===== src/rtl/wb_pkg.sv =====
package wb_pkg;

    localparam int WB_NCH     = 4;
    localparam int WB_NROW    = 4;
    localparam int WB_DW      = 8;
    localparam int WB_SR_CODE = 7;

    typedef enum logic [1:0] {
        AM_CHAN = 2'd0,
        AM_STAT = 2'd1,
        AM_NONE = 2'd2
    } amode_e;

    // Contents the data-register bank wakes up with.
    function automatic int wb_seed(input int r, input int c, input int nch);
        return (17 * (r * nch + c + 1)) % 256;
    endfunction

endpackage


===== src/rtl/wb_addr_dec.sv =====
module wb_addr_dec
    import wb_pkg::*;
#(
    parameter int NCH     = WB_NCH,
    parameter int DW      = WB_DW,
    parameter int SR_CODE = WB_SR_CODE,
    localparam int CW     = $clog2(NCH)
) (
    input  logic [DW-1:0] code_i,
    output amode_e        mode_o,
    output logic [CW-1:0] chan_o
);

    always_comb begin
        chan_o = code_i[CW-1:0];
        if (int'(code_i) < NCH)
            mode_o = AM_CHAN;
        else if (int'(code_i) == SR_CODE)
            mode_o = AM_STAT;
        else
            mode_o = AM_NONE;
    end

endmodule


===== src/rtl/wb_pend_buf.sv =====
module wb_pend_buf #(
    parameter int NCH  = 4,
    parameter int NROW = 4,
    parameter int DW   = 8,
    localparam int CW  = $clog2(NCH),
    localparam int RW  = $clog2(NROW)
) (
    input  logic                    clk,
    input  logic                    rst_n,
    input  logic                    load_i,
    input  logic [CW-1:0]           chan_i,
    input  logic [RW-1:0]           row_i,
    input  logic [DW-1:0]           data_i,
    input  logic                    clear_i,
    output logic [NCH-1:0]          valid_o,
    output logic [NCH-1:0][DW-1:0]  data_o,
    output logic [RW-1:0]           row_o
);

    typedef struct packed {
        logic [NCH-1:0]         valid;
        logic [NCH-1:0][DW-1:0] data;
        logic [RW-1:0]          row;
    } pb_t;

    pb_t pb_d, pb_q;

    always_comb begin
        pb_d = pb_q;
        if (clear_i) begin
            pb_d.valid = '0;
        end else if (load_i) begin
            // a byte for another row invalidates what was held
            if (pb_q.row != row_i)
                pb_d.valid = '0;
            pb_d.valid[chan_i] = 1'b1;
            pb_d.data[chan_i]  = data_i;
            pb_d.row           = row_i;
        end
    end

    always_ff @(posedge clk or negedge rst_n) begin
        if (!rst_n)
            pb_q <= '0;
        else
            pb_q <= pb_d;
    end

    assign valid_o = pb_q.valid;
    assign data_o  = pb_q.data;
    assign row_o   = pb_q.row;

    // a clear leaves nothing pending
    p_pend_clear_r10: assert property (@(posedge clk) disable iff (!rst_n)
        clear_i |=> (valid_o == '0));

endmodule


===== src/rtl/wb_regfile.sv =====
module wb_regfile
    import wb_pkg::*;
#(
    parameter int NCH  = WB_NCH,
    parameter int NROW = WB_NROW,
    parameter int DW   = WB_DW,
    localparam int CW  = $clog2(NCH),
    localparam int RW  = $clog2(NROW)
) (
    input  logic                 clk,
    input  logic                 rst_n,
    input  logic                 allow_i,
    input  logic                 row_load_i,
    input  logic [RW-1:0]        load_row_i,
    input  logic                 wcr_wr_i,
    input  logic                 dr_wr_i,
    input  logic [CW-1:0]        chan_i,
    input  logic [RW-1:0]        row_i,
    input  logic [DW-1:0]        data_i,
    input  logic                 commit_i,
    input  logic                 abort_i,
    output logic [NCH*DW-1:0]    wiper_o,
    output logic [DW-1:0]        rd_wcr_o,
    output logic [DW-1:0]        rd_dr_o,
    output logic                 commit_o
);

    typedef struct packed {
        logic [NROW-1:0][NCH-1:0][DW-1:0] dr;
        logic [NCH-1:0][DW-1:0]           wcr;
        logic                             fire;
    } rf_t;

    rf_t rf_d, rf_q;

    logic [NCH-1:0]         pv;
    logic [NCH-1:0][DW-1:0] pdata;
    logic [RW-1:0]          prow;

    wb_pend_buf #(.NCH(NCH), .NROW(NROW), .DW(DW)) u_pend (
        .clk     (clk),
        .rst_n   (rst_n),
        .load_i  (dr_wr_i),
        .chan_i  (chan_i),
        .row_i   (row_i),
        .data_i  (data_i),
        .clear_i (commit_i | abort_i),
        .valid_o (pv),
        .data_o  (pdata),
        .row_o   (prow)
    );

    always_comb begin
        rf_d      = rf_q;
        rf_d.fire = 1'b0;
        if (row_load_i) begin
            for (int c = 0; c < NCH; c++)
                rf_d.wcr[c] = rf_q.dr[load_row_i][c];
        end
        if (wcr_wr_i)
            rf_d.wcr[chan_i] = data_i;
        if (dr_wr_i) begin
            for (int c = 0; c < NCH; c++) begin
                if (c == int'(chan_i))
                    rf_d.wcr[c] = data_i;
                else if (pv[c] && prow == row_i)
                    rf_d.wcr[c] = pdata[c];
                else
                    rf_d.wcr[c] = rf_q.dr[row_i][c];
            end
        end
        if (commit_i && (|pv) && allow_i) begin
            for (int c = 0; c < NCH; c++)
                if (pv[c])
                    rf_d.dr[prow][c] = pdata[c];
            rf_d.fire = 1'b1;
        end
    end

    always_ff @(posedge clk or negedge rst_n) begin
        if (!rst_n) begin
            for (int r = 0; r < NROW; r++)
                for (int c = 0; c < NCH; c++)
                    rf_q.dr[r][c] <= DW'(wb_seed(r, c, NCH));
            for (int c = 0; c < NCH; c++)
                rf_q.wcr[c] <= DW'(wb_seed(0, c, NCH));
            rf_q.fire <= 1'b0;
        end else begin
            rf_q <= rf_d;
        end
    end

    assign wiper_o  = rf_q.wcr;
    assign rd_wcr_o = rf_q.wcr[chan_i];
    assign rd_dr_o  = rf_q.dr[row_i][chan_i];
    assign commit_o = rf_q.fire;

    // stored rows change only through an allowed commit
    p_dr_hold_r9: assert property (@(posedge clk) disable iff (!rst_n)
        !(commit_i && allow_i) |=> $stable(rf_q.dr));

    for (genvar g = 0; g < NCH; g++) begin : g_keep
        // a single wiper write leaves the other wipers alone
        p_wcr_keep_r5: assert property (@(posedge clk) disable iff (!rst_n)
            (wcr_wr_i && !row_load_i && !dr_wr_i && int'(chan_i) != g)
            |=> $stable(rf_q.wcr[g]));
    end

endmodule


===== src/rtl/wiper_bank_ctrl.sv =====
module wiper_bank_ctrl
    import wb_pkg::*;
#(
    parameter int NCH     = WB_NCH,
    parameter int NROW    = WB_NROW,
    parameter int DW      = WB_DW,
    parameter int SR_CODE = WB_SR_CODE,
    localparam int CW     = $clog2(NCH),
    localparam int RW     = $clog2(NROW),
    localparam int SRW    = RW + 1
) (
    input  logic              clk,
    input  logic              rst_n,
    input  logic              nv_allow_i,
    input  logic              addr_vld_i,
    input  logic [DW-1:0]     addr_i,
    input  logic              wr_vld_i,
    input  logic [DW-1:0]     wr_data_i,
    input  logic              rd_adv_i,
    input  logic              stop_i,
    input  logic              abort_i,
    output logic [DW-1:0]     rd_data_o,
    output logic [NCH*DW-1:0] wiper_o,
    output logic              commit_o
);

    typedef struct packed {
        logic [SRW-1:0] sr;
        amode_e         mode;
        logic [CW-1:0]  chan;
    } ctl_t;

    ctl_t ctl_d, ctl_q;

    amode_e        dec_mode;
    logic [CW-1:0] dec_chan;
    logic          wcr_wr, dr_wr, row_load, commit_req, pend_clear;
    logic [RW-1:0] load_row;
    logic [DW-1:0] rd_wcr, rd_dr;
    logic [CW-1:0] chan_nx;

    wb_addr_dec #(.NCH(NCH), .DW(DW), .SR_CODE(SR_CODE)) u_dec (
        .code_i (addr_i),
        .mode_o (dec_mode),
        .chan_o (dec_chan)
    );

    assign chan_nx = (int'(ctl_q.chan) == NCH - 1) ? '0 : ctl_q.chan + 1'b1;

    always_comb begin
        ctl_d      = ctl_q;
        wcr_wr     = 1'b0;
        dr_wr      = 1'b0;
        row_load   = 1'b0;
        load_row   = '0;
        commit_req = 1'b0;
        pend_clear = 1'b0;
        if (abort_i) begin
            pend_clear = 1'b1;
        end else if (stop_i) begin
            commit_req = 1'b1;
        end else if (addr_vld_i) begin
            ctl_d.mode = dec_mode;
            ctl_d.chan = dec_chan;
        end else if (wr_vld_i) begin
            case (ctl_q.mode)
                AM_STAT: begin
                    ctl_d.sr = wr_data_i[SRW-1:0];
                    if (wr_data_i[0]) begin
                        row_load = 1'b1;
                        load_row = wr_data_i[SRW-1:1];
                    end
                end
                AM_CHAN: begin
                    if (ctl_q.sr[0])
                        dr_wr = 1'b1;
                    else
                        wcr_wr = 1'b1;
                    ctl_d.chan = chan_nx;
                end
                default: ;
            endcase
        end else if (rd_adv_i && ctl_q.mode == AM_CHAN) begin
            ctl_d.chan = chan_nx;
            if (ctl_q.sr[0]) begin
                row_load = 1'b1;
                load_row = ctl_q.sr[SRW-1:1];
            end
        end
    end

    always_ff @(posedge clk or negedge rst_n) begin
        if (!rst_n) begin
            ctl_q.sr   <= '0;
            ctl_q.mode <= AM_CHAN;
            ctl_q.chan <= '0;
        end else begin
            ctl_q <= ctl_d;
        end
    end

    wb_regfile #(.NCH(NCH), .NROW(NROW), .DW(DW)) u_rf (
        .clk        (clk),
        .rst_n      (rst_n),
        .allow_i    (nv_allow_i),
        .row_load_i (row_load),
        .load_row_i (load_row),
        .wcr_wr_i   (wcr_wr),
        .dr_wr_i    (dr_wr),
        .chan_i     (ctl_q.chan),
        .row_i      (ctl_q.sr[SRW-1:1]),
        .data_i     (wr_data_i),
        .commit_i   (commit_req),
        .abort_i    (pend_clear),
        .wiper_o    (wiper_o),
        .rd_wcr_o   (rd_wcr),
        .rd_dr_o    (rd_dr),
        .commit_o   (commit_o)
    );

    always_comb begin
        case (ctl_q.mode)
            AM_STAT: rd_data_o = DW'(ctl_q.sr);
            AM_CHAN: rd_data_o = ctl_q.sr[0] ? rd_dr : rd_wcr;
            default: rd_data_o = '0;
        endcase
    end

    // a commit pulse follows only an allowed STOP
    p_commit_allowed_r9: assert property (@(posedge clk) disable iff (!rst_n)
        commit_o |-> ($past(stop_i) && $past(nv_allow_i) && !$past(abort_i)));

    // the pointer wraps from the last channel to channel 0
    p_ptr_wrap_r7: assert property (@(posedge clk) disable iff (!rst_n)
        (!abort_i && !stop_i && !addr_vld_i && wr_vld_i &&
         ctl_q.mode == AM_CHAN && int'(ctl_q.chan) == NCH - 1)
        |=> (ctl_q.chan == '0));

endmodule


===== config.mk =====
export PLATFORM = sky130hd
export DESIGN_NAME = wiper_bank_ctrl
export DESIGN_NICKNAME = d
export VERILOG_FILES = /design/src/rtl/wb_pkg.sv /design/src/rtl/wb_addr_dec.sv /design/src/rtl/wb_pend_buf.sv /design/src/rtl/wb_regfile.sv /design/src/rtl/wiper_bank_ctrl.sv
export SDC_FILE = /design/constraint.sdc
export NUM_CORES = 1
export LEC_CHECK = 0
export BUFFER_PORTS_ARGS = -buffer_cell sky130_fd_sc_hd__buf_4
export CORE_ASPECT_RATIO = 0.7
export CORE_MARGIN = 2
export CORE_UTILIZATION = 60
export CTS_CLUSTER_SIZE = 20
export DETAILED_ROUTE_END_ITERATION = 10
export HOLD_SLACK_MARGIN = 0.02
export PLACE_DENSITY = 0.79
export SYNTH_ARGS = -nofsm -noshare
export SYNTH_HDL_FRONTEND = slang
export SYNTH_SLANG_ARGS = --single-unit

===== constraint.sdc =====
create_clock -name clk -period 6.8 [get_ports clk]
set_input_delay 0.68 -clock clk [delete_from_list [all_inputs] [get_ports clk]]
set_output_delay 0.68 -clock clk [all_outputs]
set_load 0.02 [all_outputs]

Yosys cells after proc, flatten, opt, wreduce, memory -nomap -nowiden

Index checks and enable logic that the tools add are counted.

Bitwise operators: 6
Magnitude comparators: 7
Reductions and logical operators: 18
$add $sub $neg: 1
Muxes and demuxes: 89
Equal/unequal tests: 9

Operators by type and width:

| operator                                                           | count |
|---|---|
| two-way mux 128 bit                                                | 7 |
| bitwise mux 128 bit                                                | 4 |
| demux 32 bit (select 2 bit)                                        | 4 |
| two-way mux 32 bit                                                 | 6 |
| binary-select mux 32 bit (select 2 bit)                            | 2 |
| two-way mux 8 bit                                                  | 13 |
| bitwise mux 32 bit                                                 | 2 |
| two-way mux 38 bit                                                 | 1 |
| binary-select mux 8 bit (select 2 bit)                             | 2 |
| two-way mux 2 bit                                                  | 15 |
| two-way mux 1 bit                                                  | 24 |
| two-way mux 24 bit                                                 | 1 |
| demux 8 bit (select 2 bit)                                         | 1 |
| two-way mux 16 bit                                                 | 1 |
| two-way mux 4 bit                                                  | 4 |
| one-hot mux 8 bit (2 select lines)                                 | 1 |
| less-than comparator 2 x 3 -> 1 bit (second input constant)        | 4 |
| logical AND 1 bit                                                  | 9 |
| equality test 8 x 4 -> 1 bit (second input constant)               | 1 |
| less-than comparator 8 x 3 -> 1 bit (second input constant)        | 1 |
| AND reduction 5 bit                                                | 1 |
| equality test 2 x 1 -> 1 bit (second input constant)               | 2 |
| equality test 2 bit (first input constant)                         | 2 |
| greater-or-equal comparator 2 x 1 -> 1 bit (second input constant) | 2 |
| 16 further kinds                                                   | 20 |

Input bits: 24
Register bits after elaboration: 206
Output and inout bits: 41

Logic depth before layout (Yosys ltp)

Gate-level depths: netlist of run 1.

Depth after elaboration: 15
Mapped depth: 11
Gate-level depth less buffers: 7

By module

Synthesis of run 1 repeated with hierarchy kept, for this count alone.

Cells, all modules: 881
Area total of the unflattened synthesis: 11,930.2 µm²

Modules (own cells, without submodules):

| module          | seq. area each (µm²) | cells each | times used | area each (µm²) |
|---|---|---|---|---|
| wb_regfile      | 4,122.7              | 724        | 1          | 9,818.2 |
| wb_pend_buf     | 950.9                | 86         | 1          | 1,485.2 |
| wiper_bank_ctrl | 175.2                | 64         | 1          | 578.1 |
| wb_addr_dec     | 0.0                  | 7          | 1          | 48.8 |

Worst setup path before layout of run 1

Ideal clock, no wire load.

Path kind: flip-flop to output port
Start: reg ctl_q[6] in the netlist's numbering
End: out rd_data_o[1]
Buffers on the path: 1
Cell stages (with the launch flop): 6
Data arrival time: 1.936 ns
Data required time: 6.120 ns
Slack: 4.184 ns
Path through: dfrtp_1 -> buf_2 -> mux4_2 -> mux4_2 -> mux2i_1 -> o21ai_0

Word-level cells in the longest chain between the ends: 6

Ends and longest elaborated chain:

| what                                    | line                   | RTL |
|---|---|---|
| start, declared                         | wiper_bank_ctrl.sv:33  | `ctl_t ctl_d, ctl_q;` |
| start signal, assigned                  | wiper_bank_ctrl.sv:98  | `ctl_q <= ctl_d;` |
| binary-select mux 32 bit (select 2 bit) | wb_regfile.sv:95       | `assign rd_dr_o = rf_q.dr[row_i][chan_i];` |
| two-way mux 32 bit                      | --                     |  |
| binary-select mux 8 bit (select 2 bit)  | wb_regfile.sv:95       |  |
| two-way mux 8 bit (implied by the code) | wb_regfile.sv:95       |  |
| two-way mux 8 bit                       | wiper_bank_ctrl.sv:124 | `AM_CHAN: rd_data_o = ctl_q.sr[0] ? rd_dr : rd_wcr;` |
| one-hot mux 8 bit (2 select lines)      | wiper_bank_ctrl.sv:122 | `case (ctl_q.mode)` |
| end, declared                           | wiper_bank_ctrl.sv:22  | `output logic [DW-1:0] rd_data_o,` |

Every way passes these cells. The select of a mux whose other input is x is not followed.

Worst setup path in the final report of run 1

Ends and elaborated chain as after synthesis.

==> results of run 1 <==
cell usage after synthesis, types with 4 or more instances:
cell type,number
nand3_1,40
clkbuf_1,36
nor4_1,20
nand2_1,99
a21oi_1,16
nand4_1,17
a31oi_1,41
buf_1,10
a32oi_1,9
nor2_1,50
nor3_1,6
and3_1,8
o2111ai_1,17
ha_1,4
o31ai_1,11
nand2b_1,40
or2_2,4
nor3b_1,7
buf_4,37
dfrtp_1,131
o211ai_1,11
nor3_2,4
dfstp_2,75
inv_1,13
a211oi_1,31
mux2i_1,35
mux2_2,139
buf_2,24
o21ai_0,46
mux4_2,41
a22oi_1,5
kinds of logic after synthesis:
family                   Yosys count  synth area share
adder cells (fa/ha/maj)            4           0.00423
AO/OA/AOI/OAI                    208             0.119
multiplexers                     215             0.240
buffers and inverters            123            0.0551
AND/OR/NAND/NOR                  312             0.136
flip-flops                       206             0.443
XOR/XNOR                           4           0.00296
worst reg2reg max path, stage by stage, from the launching register on:
cell and delay, ns:
dfrtp_2 0.73, buf_4 0.55, and4_1 0.61, or2_2 0.99, mux2i_1 0.24, a211oi_1 0.29
worst paths after layout:
path	from	to	slack, ns
worst max-delay path	ctl_q[6]	rd_data_o[1]	2.68
worst min-delay path	rst_n	u_rf.u_pend.data_o[2]	0.14
worst max register to register	ctl_q[6]	u_rf.wiper_o[7]	3.29
worst min register to register	u_rf.rf_q[37]	u_rf.wiper_o[4]	0.53
max in group asynchronous	rst_n	ctl_q[5]	5.24
min in group clk	addr_i[0]	ctl_q[2]	0.47
routing by layer:
layer | routed length (um) | vias to the layer above | part of all wire | track usage
met5 | 24 | - | 0.00063 | 0.0145
met4 | 2010 | 2 | 0.052 | 0.162
met3 | 5540 | 161 | 0.14 | 0.117
met2 | 15300 | 770 | 0.40 | 0.519
met1 | 15500 | 4677 | 0.40 | 0.554
li1 | - | 3989 | - | -
state kept, by name (all words and copies together) (netlist names):
name                 flops
u_rf.commit_o            1
ctl_q                    7
u_rf.rf_q              128
u_rf.wiper_o            32
u_rf.u_pend.row_o        2
u_rf.u_pend.data_o      32
u_rf.u_pend.valid_o      4
power groups by stage:
stage	sequential (mW)	combinational, mW	clock [mW]
finish	1.53	0.792	1.12
global route	1.52	0.848	1.18
CTS	1.51	0.787	1.13
detailed placement	1.53	0.782	0
global placement	1.53	0.776	0
floorplan	1.41	0.630	0
per-stage QoR:
stage / instance area [um2] / hold WS [ns] / utilization / cells / setup WS [ns]
4_1_cts: 12900 / 0.156 / 0.674 / 1344 / 2.69
3_3_place_gp: 12200 / 0.502 / 0.639 / 1306 / 3.25
5_1_grt: 12900 / 0.173 / 0.674 / 1346 / 2.53
2_1_floorplan: 11800 / 0.384 / - / 1072 / 4.18
6_report: 12900 / 0.137 / 0.674 / 1346 / 2.68
3_5_place_dp: 12200 / 0.514 / 0.639 / 1306 / 3.17
layout make-up:
| class | instances | area (um2) | area share |
|---|---|---|---|
| multi-input cells | 743 | 5990 | 0.465 |
| flip-flops and latches | 206 | 5250 | 0.407 |
| clock buffers | 36 | 642 | 0.0498 |
| repair buffers | 80 | 607 | 0.0471 |
| well taps | 264 | 330 | 0.0256 |
| inverters | 13 | 48.8 | 0.00378 |
| clock inverters | 2 | 16.3 | 0.00126 |
| diodes | 2 | 5.00 | 0.000388 |
==> metrics.yaml, run 1 <==
outcome:
  status: "finished, final reports clean"
power:
  pwr-share-comb: 0.231
  seqPwrFrac: 0.444
  intPower_mw: 2.33
  powerDensity_nw_per_um2: 266
  p_sw_frac: 0.321
  clkPwrFrac: 0.325
  leakage_nw: 5.41
  total_power_mw: 3.43
  switchingPower_mw: 1.10
  vdd_ir_drop_max_mv: 0.235
cts:
  clkSlewWorstSetupHoldPaths_ns: 0.07
  clk_latency_ns: 0.51
  cts.hold.buffers_added: 0
  cts_tree: "yes"
  cts_setup_buffers: 0
  cts_root_buf: "clkbuf_16"
  clk_path_buf_depth: 3
  numCtsBuffers: 21
  cts_resized: 0
  htree_levels: 1
  clock-sinks: 206
sta:
  skew_ns: 0.0115
  setup_tns_ns: 0
  worstMarginPinSlew_ns: 1.18
  report.final.slew_viol_count: 0
  layout_min_cycle_time_ns: 4.12
  slew-limit-headroom: 0.216
  finalCritPeriodShare: 0.606
  final-setup-viol-count: 0
  finalHoldViolCount: 0
  fmax_mhz: 243
  rsz0062_at_grt: "no"
synthesis:
  synth_fp_nets: 1100
  synth_cell_type_count: 60
  synthArstFlopShare: 1.00
  seq_area_frac_synth: 0.443
  synth.area.top_cells: "dfrtp_1 28%, dfstp_2 17%, mux2_2 13%, mux4_2 7.8%, nand2_1 3.1%"
  synth_edf_count: 0
  ys.flop_type: "dfrtp_1"
  synth_area_per_cell_um2: 11.0
  synth-seq-cells: 206
  yosysWarnings: 0
  synth.top_cell.area_share: 0.277
  synthCells: 1072
  yosysTopAreaCell: "dfrtp_1"
  syn-cell-area_um2: 11800
global_route:
  grt_max_degree: 84
  grt_usage: 0.378
  grt_pass1_vias: 9316
  grt_pass1_wl_um: 58200
  antenna_found_initial: 1
  overflow: 0
placement:
  dp_hpwl_um: 26300
  port_buffers: 64
  gp_congestion: 1.02
worst_setup_path:
  crit_family: "multiplexers"
  worstRegToRegCells: 5
  slowest_delay_ns: 0.73
  cp.arrival_ns: 3.44
  crit_path_cell_trace: "buf_4 -> mux4_2 -> mux4_2 -> mux2i_1 -> o21ai_0 -> buf_4"
  worstPathRequired_ns: 6.12
  crit_fanout: 24
  worstPathBufferInverterCount: 2
  cp_slowest_cell: "dfrtp_2"
  critPathLaunchType: "flop"
  crit_path_end_kind: "primary output"
  crit_type: "flop to primary output"
  cp_num_cells: 6
detailed_routing:
  drt-total-wl_um: 38300
  drt_iter0_markers: 1352
  drt_first_pass_iters: 6
  routedWlPerCell_um: 28.5
  ant_nets: 0
  vias: 9599
  vias_per_cell: 7.13
  drc: 0
floorplan:
  initial_core_util: 0.619
  ioPinCount: 65
  die_w_um: 172
  core_area_um2: 19100
  fp.dieH_um: 122
  die-area_um2: 20900
  row_count: 42
cells_and_area:
  syn2layout_area_growth_pct: 8.84
  fillers: 1459
  final_common_cell: "mux2_2"
  layout_common_cells: "139 x mux2_2, 129 x dfrtp_1, 99 x nand2_1"
  drive_above_1_share: 0.357
  layout.nets: 1093
job:
  max_cap_viol_count: 0
worst_hold_path:
  min_path_type: "input pin to asynchronous set/reset pin"
(Power assumes the default switching activity.)
==> run 2: changes to the inputs <==
==> constraint.sdc (replaced) <==
create_clock -name clk -period 4.3 [get_ports clk]
set_input_delay 0.43 -clock clk [delete_from_list [all_inputs] [get_ports clk]]
set_output_delay 0.43 -clock clk [all_outputs]
set_load 0.02 [all_outputs]
==> run 2 against run 1 <==
  * Via count increased by 2.7%
  * Critical endpoint is now rd_data_o[6]
  * Routed wire length increased by 1.7%
  * Cell count unchanged
  * First-iteration DRC count increased by 29%
  * Die area unchanged
  * Largest power group unchanged
==> metrics.yaml, run 2 (synthesis gave the netlist of run 1 again) <==
global_route:
  grt_usage: 0.384  # was 0.378
  grt_max_degree: 119  # was 84
  grt_pass1_vias: 9604  # was 9,316
  grt_pass1_wl_um: 59700  # was 58,200 um
  overflow: 0  # unchanged
  antenna_found_initial: 1  # unchanged
worst_setup_path:
  critPathLaunchType: "flop"  # unchanged
  worstPathRequired_ns: 3.87  # was 6.12 ns
  crit_fanout: 29  # was 24
  crit_type: "flop to primary output"  # unchanged
  cp_slowest_cell: "dfrtp_2"  # unchanged
  slowest_delay_ns: 1.09  # was 0.73 ns
  cp.arrival_ns: 3.31  # was 3.44 ns
  crit_path_cell_trace: "buf_4 -> mux4_2 -> nand2_1 -> nand2_1 -> a22oi_1 -> a21oi_1 -> buf_4"  # was buf_4 -> mux4_2 -> mux4_2 -> mux2i_1 -> o21ai_0 -> buf_4
  crit_path_end_kind: "primary output"  # unchanged
cells_and_area:
  largest_register_ffs: 128  # unchanged
  fin_util: 0.677  # was 0.674
  layout.nets: 1096  # was 1,093
  final_common_cell: "mux2_2"  # unchanged
  num_antenna_cells: 0  # was 2
  fillers: 1446  # was 1,459
  drive_above_1_share: 0.363  # was 0.357
  top_register: "u_rf.rf_q"  # unchanged
  layout_common_cells: "139 x mux2_2, 129 x dfrtp_1, 99 x nand2_1"  # unchanged
  syn2layout_area_growth_pct: 9.39  # was 8.84%
placement:
  dp_hpwl_um: 26500  # was 26,300 um
  port_buffers: 64  # unchanged
  gp_congestion: 1.05  # was 1.02
cts:
  clock-sinks: 206  # unchanged
  htree_levels: 1  # unchanged
  clk_path_buf_depth: 3  # unchanged
  cts_root_buf: "clkbuf_16"  # unchanged
  clk_latency_ns: 0.51  # about the same
  clkSlewWorstSetupHoldPaths_ns: 0.07  # about the same
  cts_tree: "yes"  # unchanged
  numCtsBuffers: 20  # was 21
sta:
  finalHoldViolCount: 0  # unchanged
  setup_tns_ns: 0  # unchanged
  report.final.slew_viol_count: 0  # unchanged
  finalCritPeriodShare: 0.870
  skew_ns: 0.0122  # was 0.0115 ns
  worstMarginPinSlew_ns: 1.11  # was 1.18 ns
  fmax_mhz: 267
  final-setup-viol-count: 0  # unchanged
  layout_min_cycle_time_ns: 3.74
  slew-limit-headroom: 0.253  # was 0.216
  rsz0062_at_grt: "no"  # unchanged
floorplan:
  ioPinCount: 65  # unchanged
  fp.dieH_um: 122  # unchanged
  die_w_um: 172  # unchanged
  initial_core_util: 0.619  # unchanged
  die-area_um2: 20900  # unchanged
  core_area_um2: 19100  # unchanged
  row_count: 42  # unchanged
power:
  powerDensity_nw_per_um2: 427  # was 266 nW/um2
  vdd_ir_drop_max_mv: 0.316  # was 0.235 mV
  leakage_nw: 5.46  # was 5.41 nW
detailed_routing:
  drc: 0  # unchanged
  drt-total-wl_um: 39000  # was 38,300 um
  vias_per_cell: 7.32  # was 7.13
  routedWlPerCell_um: 29.0  # was 28.5 um
  drt_first_pass_iters: 6  # unchanged
  vias: 9856  # was 9,599
  ant_nets: 0  # unchanged
  drt_iter0_markers: 1741  # was 1,352
outcome:
  status: "finished, final reports clean"  # unchanged
worst_hold_path:
  min_path_type: "input pin to flop"  # was input pin to asynchronous set/reset pin
job:
  max_cap_viol_count: 0  # unchanged
==> run 2: cell count changes in the layout (fill, tap and decap cells not counted), sizes merged <==
cell         change
clkinvlp         -1
clkinv           +4
inv              -1
buf              +3
clkbuf           -5
diode            -2
bufinv           +1
dlygate4sd3      +1
==> run 2: worst paths after layout <==
kind                               start                      to  slack [ns]  cells past startpoint
setup / recovery                ctl_q[6]            rd_data_o[6]        0.56                      7
hold / removal                 addr_i[0]                ctl_q[2]        0.21                      3
setup reg to reg                ctl_q[6]        u_rf.wiper_o[28]        1.07                      5
hold reg to reg            u_rf.rf_q[63]        u_rf.wiper_o[30]        0.52                      2
max in group asynchronous          rst_n  u_rf.u_pend.data_o[20]        2.70                      3
min in group asynchronous          rst_n           u_rf.rf_q[35]        0.51                      2
==> run 2: stage by stage <==
stage | power, mW | cells | area [um2] | hold slack (ns) | worst slack, ns
final | 5.53 | 1346 | 13000 | 0.211 | 0.560
after global placement | 3.65 | 1309 | 12300 | 0.504 | 1.15
after global routing | 5.69 | 1346 | 13000 | 0.230 | 0.423
after CTS | 5.49 | 1346 | 13000 | 0.211 | 0.589
after floorplan | 3.22 | 1072 | 11800 | 0.134 | 1.71
after detailed placement | 3.66 | 1309 | 12300 | 0.511 | 1.12
==> run 2: timing repair <==
item | 4_1_cts | 5_1_grt
hold buffers | 1 | 0
resized for setup | 0 | 0
setup buffers | 0 | 0
hold endpoints to repair | 11 | 0
==> run 2: metal layers <==
layer  GRT usage  vias to the layer above  part of all wire
li1            -                     3990                 -
met5           0                        -                 0
met3       0.135                      185              0.15
met4       0.162                        0             0.056
met1       0.556                     4838              0.40
met2       0.526                      843              0.40
==> run 2: worst max-delay path, delay by kind of cell (launching register included) <==
kind / cells / cell delay, ns
multiplexers: 1 / 0.58
buffers and inverters: 2 / 0.57
flip-flops: 1 / 1.09
AND/OR/NAND/NOR: 2 / 0.20
AO/OA/AOI/OAI: 2 / 0.33
==> run 2: area by class of cell <==
cell class | count | area (um2) | share of cell area
Multi-Input combinational cell | 743 | 5990 | 0.462
Sequential cell | 206 | 5250 | 0.405
Timing Repair Buffer | 84 | 652 | 0.0503
Clock buffer | 31 | 633 | 0.0489
Tap cell | 264 | 330 | 0.0255
Clock inverter | 5 | 50.0 | 0.00386
Inverter | 13 | 48.8 | 0.00377
==> run 2: power by group <==
group          switching, mW  leakage [nW]  internal, mW
Sequential             0.293          2.56          2.12
Combinational          0.716          2.55         0.559
Clock                  0.772         0.342          1.07
Total                   1.78          5.46          3.75
